## src/rtl/erq_pkg.sv

```systemverilog
package erq_pkg;

  typedef enum logic [2:0] {
    ST_IDLE,
    ST_WIN,
    ST_RUN,
    ST_HOLDREQ,
    ST_SUSP,
    ST_PROT
  } erq_state_e;

  // Microseconds to clock cycles, never below one cycle.
  function automatic int unsigned us_to_cyc(int unsigned khz, int unsigned us);
    int unsigned c;
    c = (khz * us) / 1000;
    return (c == 0) ? 1 : c;
  endfunction

endpackage

```

## src/rtl/erq_tick.sv

```systemverilog
module erq_tick #(
  parameter int unsigned LIMIT = 4
) (
  input  logic clk,
  input  logic rst,
  input  logic clr,
  input  logic run,
  output logic hit
);
  localparam int CW = (LIMIT > 1) ? $clog2(LIMIT) : 1;

  logic [CW-1:0] cnt;

  assign hit = run && (cnt == CW'(LIMIT - 1));

  always_ff @(posedge clk) begin
    if (rst || clr) cnt <= '0;
    else if (run)   cnt <= hit ? '0 : cnt + 1'b1;
  end


  cnt_bound_chk: assert property (@(posedge clk) disable iff (rst)
    cnt <= CW'(LIMIT - 1));


  cnt_freeze_chk: assert property (@(posedge clk) disable iff (rst)
    (!run && !clr) |=> $stable(cnt));

endmodule

```

## src/rtl/erq_lowbit.sv

```systemverilog
module erq_lowbit #(
  parameter int N = 8
) (
  input  logic [N-1:0] vec,
  output logic [N-1:0] oh
);
  for (genvar gi = 0; gi < N; gi++) begin : g_bit
    assign oh[gi] = vec[gi] && ((vec & ((N'(1) << gi) - N'(1))) == '0);
  end
endmodule

```

## src/rtl/erq_engine.sv

```systemverilog
module erq_engine #(
  parameter int          NSEC      = 8,
  parameter int unsigned ERASE_CYC = 16
) (
  input  logic            clk,
  input  logic            rst,
  input  logic            start,
  input  logic            run,
  input  logic [NSEC-1:0] map,
  output logic [NSEC-1:0] fin_oh
);
  logic            sec_hit;
  logic [NSEC-1:0] low_oh;

  erq_tick #(.LIMIT(ERASE_CYC)) u_cnt (
    .clk (clk),
    .rst (rst),
    .clr (start),
    .run (run),
    .hit (sec_hit)
  );

  erq_lowbit #(.N(NSEC)) u_low (
    .vec (map),
    .oh  (low_oh)
  );

  assign fin_oh = sec_hit ? low_oh : '0;


  fin_onehot_chk: assert property (@(posedge clk) disable iff (rst)
    $onehot0(fin_oh));


  fin_in_map_chk: assert property (@(posedge clk) disable iff (rst)
    (fin_oh & ~map) == '0);

endmodule

```

## src/rtl/erase_queue_ctrl.sv

```systemverilog
module erase_queue_ctrl
  import erq_pkg::*;
#(
  parameter int          NSEC      = 11,
  parameter int unsigned CLK_KHZ   = 50000,
  parameter int unsigned WIN_US    = 50,
  parameter int unsigned SUSP_US   = 20,
  parameter int unsigned PROT_US   = 100,
  parameter int unsigned ERASE_CYC = 100000,
  localparam int         SAW       = (NSEC > 1) ? $clog2(NSEC) : 1
) (
  input  logic            clk,
  input  logic            rst,
  input  logic            cmd_se,
  input  logic [SAW-1:0]  cmd_sa,
  input  logic            cmd_susp,
  input  logic            cmd_resume,
  input  logic            cmd_other,
  input  logic            prog_busy,
  input  logic [NSEC-1:0] prot_mask,
  output logic            erasing,
  output logic            suspended,
  output logic [NSEC-1:0] sel_map,
  output logic            tmr_flag,
  output logic            done
);
  localparam int unsigned WIN_CYC  = us_to_cyc(CLK_KHZ, WIN_US);
  localparam int unsigned SUSP_CYC = us_to_cyc(CLK_KHZ, SUSP_US);
  localparam int unsigned PROT_CYC = us_to_cyc(CLK_KHZ, PROT_US);

  erq_state_e      state_q, nxt;
  logic [NSEC-1:0] sel_q, sel_d, sa_oh, keep, remain, fin_oh;
  logic            done_d, erasing_q, susp_q, tmr_q, done_q;
  logic            win_hit, lat_hit, prot_hit;
  logic            in_win, se_take, launch_now, cancel, lat_clr, last;

  for (genvar gi = 0; gi < NSEC; gi++) begin : g_sa
    assign sa_oh[gi] = (cmd_sa == SAW'(gi));
  end

  assign in_win     = (state_q == ST_WIN);
  assign se_take    = cmd_se && ((state_q == ST_IDLE) || (in_win && !cmd_susp));
  assign launch_now = in_win && (cmd_susp || (!cmd_se && !cmd_other && win_hit));
  assign cancel     = in_win && !cmd_susp && !cmd_se && cmd_other;
  assign keep       = sel_q & ~prot_mask;
  assign lat_clr    = (state_q == ST_RUN) && cmd_susp && !prog_busy;
  assign remain     = sel_q & ~fin_oh;
  assign last       = (fin_oh != '0) && (remain == '0);

  erq_tick #(.LIMIT(WIN_CYC)) u_win (
    .clk (clk), .rst (rst), .clr (se_take), .run (in_win), .hit (win_hit)
  );

  erq_tick #(.LIMIT(SUSP_CYC)) u_lat (
    .clk (clk), .rst (rst), .clr (lat_clr),
    .run (state_q == ST_HOLDREQ), .hit (lat_hit)
  );

  erq_tick #(.LIMIT(PROT_CYC)) u_prot (
    .clk (clk), .rst (rst), .clr (launch_now),
    .run (state_q == ST_PROT), .hit (prot_hit)
  );

  erq_engine #(.NSEC(NSEC), .ERASE_CYC(ERASE_CYC)) u_eng (
    .clk    (clk),
    .rst    (rst),
    .start  (launch_now),
    .run    ((state_q == ST_RUN) || (state_q == ST_HOLDREQ)),
    .map    (sel_q),
    .fin_oh (fin_oh)
  );

  always_comb begin
    nxt    = state_q;
    sel_d  = sel_q;
    done_d = 1'b0;
    unique case (state_q)
      ST_IDLE: begin
        if (cmd_se) begin
          nxt   = ST_WIN;
          sel_d = sa_oh;
        end
      end
      ST_WIN: begin
        if (launch_now) begin
          sel_d = keep;
          if (keep == '0)    nxt = ST_PROT;
          else if (cmd_susp) nxt = ST_SUSP;
          else               nxt = ST_RUN;
        end else if (se_take) begin
          sel_d = sel_q | sa_oh;
        end else if (cancel) begin
          sel_d = '0;
          nxt   = ST_IDLE;
        end
      end
      ST_RUN, ST_HOLDREQ: begin
        sel_d = remain;
        if (last) begin
          nxt    = ST_IDLE;
          done_d = 1'b1;
        end else if (lat_clr) begin
          nxt = ST_HOLDREQ;
        end else if ((state_q == ST_HOLDREQ) && lat_hit) begin
          nxt = ST_SUSP;
        end
      end
      ST_SUSP: begin
        if (cmd_resume) nxt = ST_RUN;
      end
      ST_PROT: begin
        if (prot_hit) begin
          nxt    = ST_IDLE;
          done_d = 1'b1;
        end
      end
      default: nxt = ST_IDLE;
    endcase
  end

  always_ff @(posedge clk) begin
    if (rst) begin
      state_q   <= ST_IDLE;
      sel_q     <= '0;
      erasing_q <= 1'b0;
      susp_q    <= 1'b0;
      tmr_q     <= 1'b0;
      done_q    <= 1'b0;
    end else begin
      state_q   <= nxt;
      sel_q     <= sel_d;
      erasing_q <= (nxt == ST_WIN) || (nxt == ST_RUN) ||
                   (nxt == ST_HOLDREQ) || (nxt == ST_PROT);
      susp_q    <= (nxt == ST_SUSP);
      tmr_q     <= (nxt != ST_IDLE) && (nxt != ST_WIN);
      done_q    <= done_d;
    end
  end

  assign erasing   = erasing_q;
  assign suspended = susp_q;
  assign sel_map   = sel_q;
  assign tmr_flag  = tmr_q;
  assign done      = done_q;


  park_hold_chk: assert property (@(posedge clk) disable iff (rst)
    (susp_q && !cmd_resume) |=> (susp_q && $stable(sel_q)));


  no_add_chk: assert property (@(posedge clk) disable iff (rst)
    (tmr_q && $past(tmr_q)) |-> ((sel_q & ~$past(sel_q)) == '0));


  prot_skip_chk: assert property (@(posedge clk) disable iff (rst)
    launch_now |=> ((sel_q & $past(prot_mask)) == '0));


  done_src_chk: assert property (@(posedge clk) disable iff (rst)
    done_q |-> $past(tmr_q));


  win_park_chk: assert property (@(posedge clk) disable iff (rst)
    (in_win && cmd_susp && (keep != '0)) |=> susp_q);


  busy_block_chk: assert property (@(posedge clk) disable iff (rst)
    ((state_q == ST_RUN) && prog_busy) |=> (state_q != ST_HOLDREQ));

endmodule

```

## config.mk

```make
export PLATFORM = sky130hd
export DESIGN_NAME = erase_queue_ctrl
export DESIGN_NICKNAME = d
export VERILOG_FILES = /design/src/rtl/erq_pkg.sv /design/src/rtl/erq_tick.sv /design/src/rtl/erq_lowbit.sv /design/src/rtl/erq_engine.sv /design/src/rtl/erase_queue_ctrl.sv
export SDC_FILE = /design/constraint.sdc
export NUM_CORES = 1
export LEC_CHECK = 0
export ABC_CLOCK_PERIOD_IN_PS = 2200
export BUFFER_PORTS_ARGS = -buffer_cell sky130_fd_sc_hd__buf_2
export CAP_MARGIN = 5
export CELL_PAD_IN_SITES_DETAIL_PLACEMENT = 0
export CELL_PAD_IN_SITES_GLOBAL_PLACEMENT = 1
export CORE_UTILIZATION = 40
export DETAILED_ROUTE_END_ITERATION = 12
export PLACE_DENSITY_LB_ADDON = 0.1
export SLEW_MARGIN = 30
export SYNTH_ARGS = -nofsm -noshare
export SYNTH_HDL_FRONTEND = slang
export SYNTH_SLANG_ARGS = --single-unit
```

## constraint.sdc

```tcl
create_clock -name clk -period 2.2 [get_ports clk]
set_clock_uncertainty 0.15 [all_clocks]
set_input_delay 0.33 -clock clk [delete_from_list [all_inputs] [get_ports clk]]
set_output_delay 0.33 -clock clk [all_outputs]
set_load 0.02 [all_outputs]
```

* Word level (Yosys, flattened, before mapping)
Cells that the tools add are included.
** Storage, ports and cells
- Input bits :: 22
- Register bits after elaboration :: 70
** Operators by class
- Reduce and logical (&&, ||, !) cells :: 58
- Eq/ne operators :: 27
- Bitwise logic cells :: 5
- $add $sub $neg :: 4
- Mux-type cells :: 25
** Operator list (count)
- $logic_not 11->1 :: 12
- $mux 11 :: 5
- $mux 3 :: 11
- $pmux 11 s3 :: 1
- $logic_and 1x1->1 :: 26
- $and 11x11->11 :: 2
- $not 11->11 :: 2
- $add 17x1->17 const B :: 1
- $eq 17x17->1 const B :: 1
- $mux 17 :: 1
- $eq 4x3->1 const B :: 4
- $pmux 3 s5 :: 1
- $add 13x1->13 const B :: 1
- $eq 13x13->1 const B :: 1
- $mux 13 :: 1
- $add 12x1->12 const B :: 1
- $eq 12x12->1 const B :: 1
- $eq 3x2->1 const B :: 4
- $eq 3x3->1 const B :: 4
- $eq 4x4->1 const B :: 3
- $mux 12 :: 1
- $or 11x11->11 :: 1
- $reduce_bool 11->1 :: 1
- $add 10x1->10 const B :: 1
- other kinds (17) :: 32

* Logic depth before layout (Yosys ltp)
- Depth after elaboration :: 14
- Mapped depth :: 10
- Gate-level depth less buffers :: 8

* Hierarchy
From an unflattened synthesis, not the netlist that was laid out.
** Second synthesis, totals
- Cells, all modules :: 512
- Area total of the unflattened synthesis :: 4314.1 sq um
** Modules (own cells, without submodules)
- erase_queue_ctrl :: area each 1561.5 sq um, times used 1, cells an instance 199, sequential area each 360.3 sq um
- erq_tick (u_eng.u_cnt) :: area each 838.3 sq um, times used 1, cells an instance 95, sequential area each 340.3 sq um
- erq_tick (u_prot) :: area each 624.3 sq um, times used 1, cells an instance 68, sequential area each 260.2 sq um
- erq_tick (u_win) :: area each 545.5 sq um, times used 1, cells an instance 63, sequential area each 240.2 sq um
- erq_tick (u_lat) :: area each 489.2 sq um, times used 1, cells an instance 56, sequential area each 200.2 sq um
- erq_lowbit :: area each 175.2 sq um, times used 1, cells an instance 19, sequential area each 0.0 sq um
- erq_engine :: area each 80.1 sq um, times used 1, cells an instance 12, sequential area each 0.0 sq um

* Worst setup path after synthesis
No wires, ideal clock.
- Kind :: register -> register
- From :: reg u_win.cnt[2]
- To :: reg sel_q[1] (netlist: sel_map[1])
- Library setup time :: 128 ps
- Stages on the path, launching flop included :: 8
- Path slack :: -125 ps
- Arrival :: 2047 ps
- Period minus slack after synthesis :: 2325 ps
- Buffers on the path :: 1
- Data required time :: 1922 ps
- Cells stage by stage :: dfxtp_1 > or4b_4 > nor4_4 > o21a_1 > buf_4 > nand2_1 > a222oi_1 > nor2_1
** On the way
- Cells in the longest elaborated chain, start to end :: 7
** Ends and longest elaborated chain
- from (decl) :: line erq_tick.sv:12 : logic [CW-1:0] cnt;
- from (signal assigned) :: line erq_tick.sv:18 : else if (run) cnt <= hit ? '0 : cnt + 1'b1;
- $eq 12x12->1 (*) :: line erq_tick.sv:14 : assign hit = run && (cnt == CW'(LIMIT - 1));
- $logic_and 1x1->1 (*) :: line erq_tick.sv:14
- $logic_and 1x1->1 (*) :: line erase_queue_ctrl.sv:43 : assign launch_now = in_win && (cmd_susp || (!cmd_se && !cmd_other && win_hit));
- $logic_or 1x1->1 (*) :: line erase_queue_ctrl.sv:43
- $logic_and 1x1->1 (*) :: line erase_queue_ctrl.sv:43
- $ne 4x1->1 (no source line) / $mux 11 (equally long branches)
- $reduce_and 3->1 (no source line) / $pmux 11 s3 (equally long branches)
- to (signal assigned) :: line erase_queue_ctrl.sv:131 : sel_q <= sel_d;
- to (decl) :: line erase_queue_ctrl.sv:32 : logic [NSEC-1:0] sel_q, sel_d, sa_oh, keep, remain, fin_oh;
Mark *: on every way between the ends. The rest lies on a longest branch, timed or not.
A chain may end at the register's enable or synchronous reset.

* Final worst setup path
- From :: reg state_q[2]
- To :: reg sel_q[1] (netlist: sel_map[1])
** On the way
- Cells in the longest elaborated chain, start to end :: 7
** Ends and longest elaborated chain
- from (decl) :: line erase_queue_ctrl.sv:31 : erq_state_e state_q, nxt;
- from (signal assigned) :: line erase_queue_ctrl.sv:130 : state_q <= nxt;
- $eq 3x1->1 / $eq 3x2->1 (equally long branches) :: line erase_queue_ctrl.sv:41, erase_queue_ctrl.sv:77, erase_queue_ctrl.sv:68
- $logic_and 1x1->1, or another cell as far along :: line erase_queue_ctrl.sv:42, erase_queue_ctrl.sv:44
- $logic_or 1x1->1, or another cell as far along :: line erase_queue_ctrl.sv:42 : assign se_take = cmd_se && ((state_q == ST_IDLE) || (in_win && !cmd_susp));
- $logic_and 1x1->1, or another cell as far along :: line erase_queue_ctrl.sv:42
- $mux 11, or another cell as far along :: line erase_queue_ctrl.sv:90 : end else if (se_take) begin
- $mux 11, or another cell as far along :: line erase_queue_ctrl.sv:85 : if (launch_now) begin
- $pmux 11 s3 / $reduce_and 3->1 (equally long branches)
Parallel ways exist; a longest one is shown, timed or not.

==> run_results.csv <==
group,metric,value,unit
outcome,status,"complete, but fails checks",
outcome,violations,"setup timing",
yosys,syn_nets,512,
clocking,ctsLongestPathBuffers,2,
clocking,clock_sinks,70,
yosys,ys_types,59,
die,die_w,99.4,um
die,core_area,0.00920,mm2
flow_run,maxCapViolCount,0,
drt,vias,3858,
finish,finalNetCount,631,
yosys,ys_ff_latch,70,
die,dieArea,0.00988,mm2
finish,diodes,0,
yosys,syn_area,0.00380,mm2
drt,detail_route.wl_per_cell,14.9,um
yosys,ys_seq_area_frac,0.369,
finish,area_growth,36.2,%
yosys,ys_warn_count,0,
place,gp_congestion,0.863,
setup_path,r2r-start,"state_q[2]$_SDFF_PP0_",
place,placedInstanceArea,0.00470,mm2
timing,finalCriticalPeriod,2230,ps
global_routing,grt_usage,0.229,
setup_path,endpoint_kind,"flip-flop",
pwr,p_per_area,529,mW/mm2
drt,routed_wl,10800,um
yosys,postSynth.topFlopCell,"dfxtp_1",
finish,fin_util,0.562,
timing,final-max-slew-violation-count,0,
timing,fin_ws,-31.2,ps
die,die_y,99.4,um
setup_path,crit_chain,"buf_4 > buf_4 > nand4bb_4 > nor4_4 > buf_4 > o21a_4 > nand2_1 > a222oi_1 > nor2_1",
yosys,synth_top_area_cell,"dfxtp_1",
setup_path,crit_fanout,6,
die,pin_count,37,
setup_path,slowest_delay,320,ps
setup_path,cp.required,2270,ps
clocking,cts.clk_slew.worst_paths,70,ps
die,start_util,0.413,
setup_path,start_kind,"flip-flop",
drt,first_iter_violations,156,
timing,max_freq,448,MHz
setup_path,crit_top_cell,"buf_4",
drt,antenna_left,0,
yosys,syn_inst,486,
setup_path,slowest_stage,"dfxtp_1",
place,port_buffers,36,
global_routing,grt_pass1_wl,17700,um
setup_path,critPathKind,"flip-flop to flip-flop",
setup_path,arrival,2300,ps
yosys,synth.avg_cell_area,7.81,um2
timing,maxSlewHeadroom,0.688,
yosys,synth.top_cell.area_share,0.369,
pwr,p_leak,2.08,nW
pwr,vdd_drop_max,0.000293,V
finish,final_layout_size_suffix_gt1_frac,0.311,
die,row_count,35,
timing,worst_hold_slack,134,ps
place,dp_slack,-265,ps
drt,drc_errors,0,
finish,design_area,0.00517,mm2
clocking,cts_tree,"done",
global_routing,grt.overflow.total,0,
setup_path,rrSetupSlack,-30,ps
global_routing,grt_pass1_vias,3736,
global_routing,antenna_found_initial,0,
setup_path,critical_path.startpoint,"state_q[2]$_SDFF_PP0_",
yosys,synth.area.top_cells,"dfxtp_1, nor2_1, xor2_1",
clocking,numCtsBuffers,9,
timing,setup_viol,6,
worst_hold_path,hp-class,"primary input to flip-flop",
clocking,worstSkewPairLatency,350,ps
drt,via_per_inst,5.35,
clocking,htreeDepth,3,
global_routing,grt_max_degree,21,
timing,rsz0062_at_grt,"yes",
yosys,async_reset_ff_frac,0,
finish,layout.cells.most_common_list,"nor2_1, buf_4, dfxtp_1",
clocking,ctsHoldBuffers,0,
worst_hold_path,min_from,"prot_mask[6]",
timing,tightest_slew,469,ps
timing,fin_crit_sh,1.01,
yosys,synth-edff-count,0,
drt,first_pass_iters,4,
place,post-dp-hpwl,8060,um
clocking,root_buffer,"clkbuf_8",
timing,hold_viol,0,
finish,final_common_cell,"nor2_1",
[registers in the layout, summed over array words and instances, names as in the netlist]
name / cells
done: 1
erasing: 1
sel_map: 11
state_q: 3
suspended: 1
tmr_flag: 1
u_eng.u_cnt.cnt: 17
u_lat.cnt: 10
u_prot.cnt: 13
u_win.cnt: 12
[power breakdown]
part / internal (W) / leakage (nW) / switching (W)
Combinational: 0.000226 / 1.43 / 0.000290
Clock: 0.000435 / 0.0861 / 0.000484
Sequential: 0.00129 / 0.569 / 0.0000130
Total: 0.00195 / 2.08 / 0.000788
[timing repair]
item                                    CTS  global route
setup buffers                             2             6
endpoints found under the setup margin   30            55
gates cloned                              1             0
pin swaps                                11            22
resized for setup                        26            30
[worst max-delay path, delay by kind of cell (launching register included)]
family,cells,cell delay (ps)
AND/OR/NAND/NOR,4,670
AO/OA/AOI/OAI,2,490
buffers and inverters,3,470
flip-flops,1,320
[per-stage QoR]
step	power, W	instances	TNS, ps
after floorplan	0.00158	486	-2.24
after global placement	0.00177	696	-866
after detailed placement	0.00177	696	-1380
after CTS	0.00274	715	-391
after global routing	0.00287	721	-1820
final	0.00273	721	-87.3
[per-layer routing]
| layer | up-vias | global-route usage | wire (um) |
|---|---|---|---|
| met5 | - | 0 | 0 |
| met4 | 0 | 0.0826 | 147 |
| met3 | 12 | 0.0506 | 466 |
| met2 | 72 | 0.380 | 5080 |
| met1 | 1812 | 0.293 | 5060 |
| li1 | 1962 | - | - |
[cell usage after synthesis, types with 2 or more instances]
library cell	count
or3_1	5
a221oi_1	2
nand3_1	20
nor3_1	14
nand4_1	15
buf_2	4
nand2_1	49
nor3b_1	4
a21o_1	3
o2111ai_1	2
inv_1	7
and4_1	2
clkbuf_1	11
dfxtp_1	70
nor2b_1	6
o21ai_0	17
o211ai_1	2
nand3b_1	3
nand2b_1	10
buf_4	2
ha_1	4
o21a_1	5
a21oi_1	21
xnor2_1	14
and3_1	9
o22ai_1	7
xor2_1	31
nor4_1	12
a31oi_1	7
a211oi_1	3
and2_1	2
o21ai_1	8
nor2_1	89
[cell type report]
cell class                 instances  area (um2)
fill                             909        4030
multi-input combinational        391        2520
sequential                        70        1410
timing repair buffer             126         908
clock buffer                      12         145
tap                              111         139
inverter                           7        26.3
clock inverter                     4        22.5
[final timing paths]
check	endpoint	cells past startpoint
max	sel_map[1]$_SDFFE_PP0P_	9
max reg2reg	sel_map[1]$_SDFFE_PP0P_	9
min reg2reg	u_lat.cnt[1]$_SDFFE_PP0P_	2
min	sel_map[6]$_SDFFE_PP0P_	4
[kinds of logic (layout without fill, tap and decap cells)]
family | count (synthesis) | in the layout | share of synthesized area
adder cells (fa/ha/maj) | 5 | 5 | 0.0158
buffers and inverters | 25 | 149 | 0.0280
XOR/XNOR | 45 | 45 | 0.104
AND/OR/NAND/NOR | 255 | 255 | 0.343
flip-flops | 70 | 70 | 0.369
AO/OA/AOI/OAI | 84 | 84 | 0.134
multiplexers | 2 | 2 | 0.00560
Power figures use the tool's default switching activity.
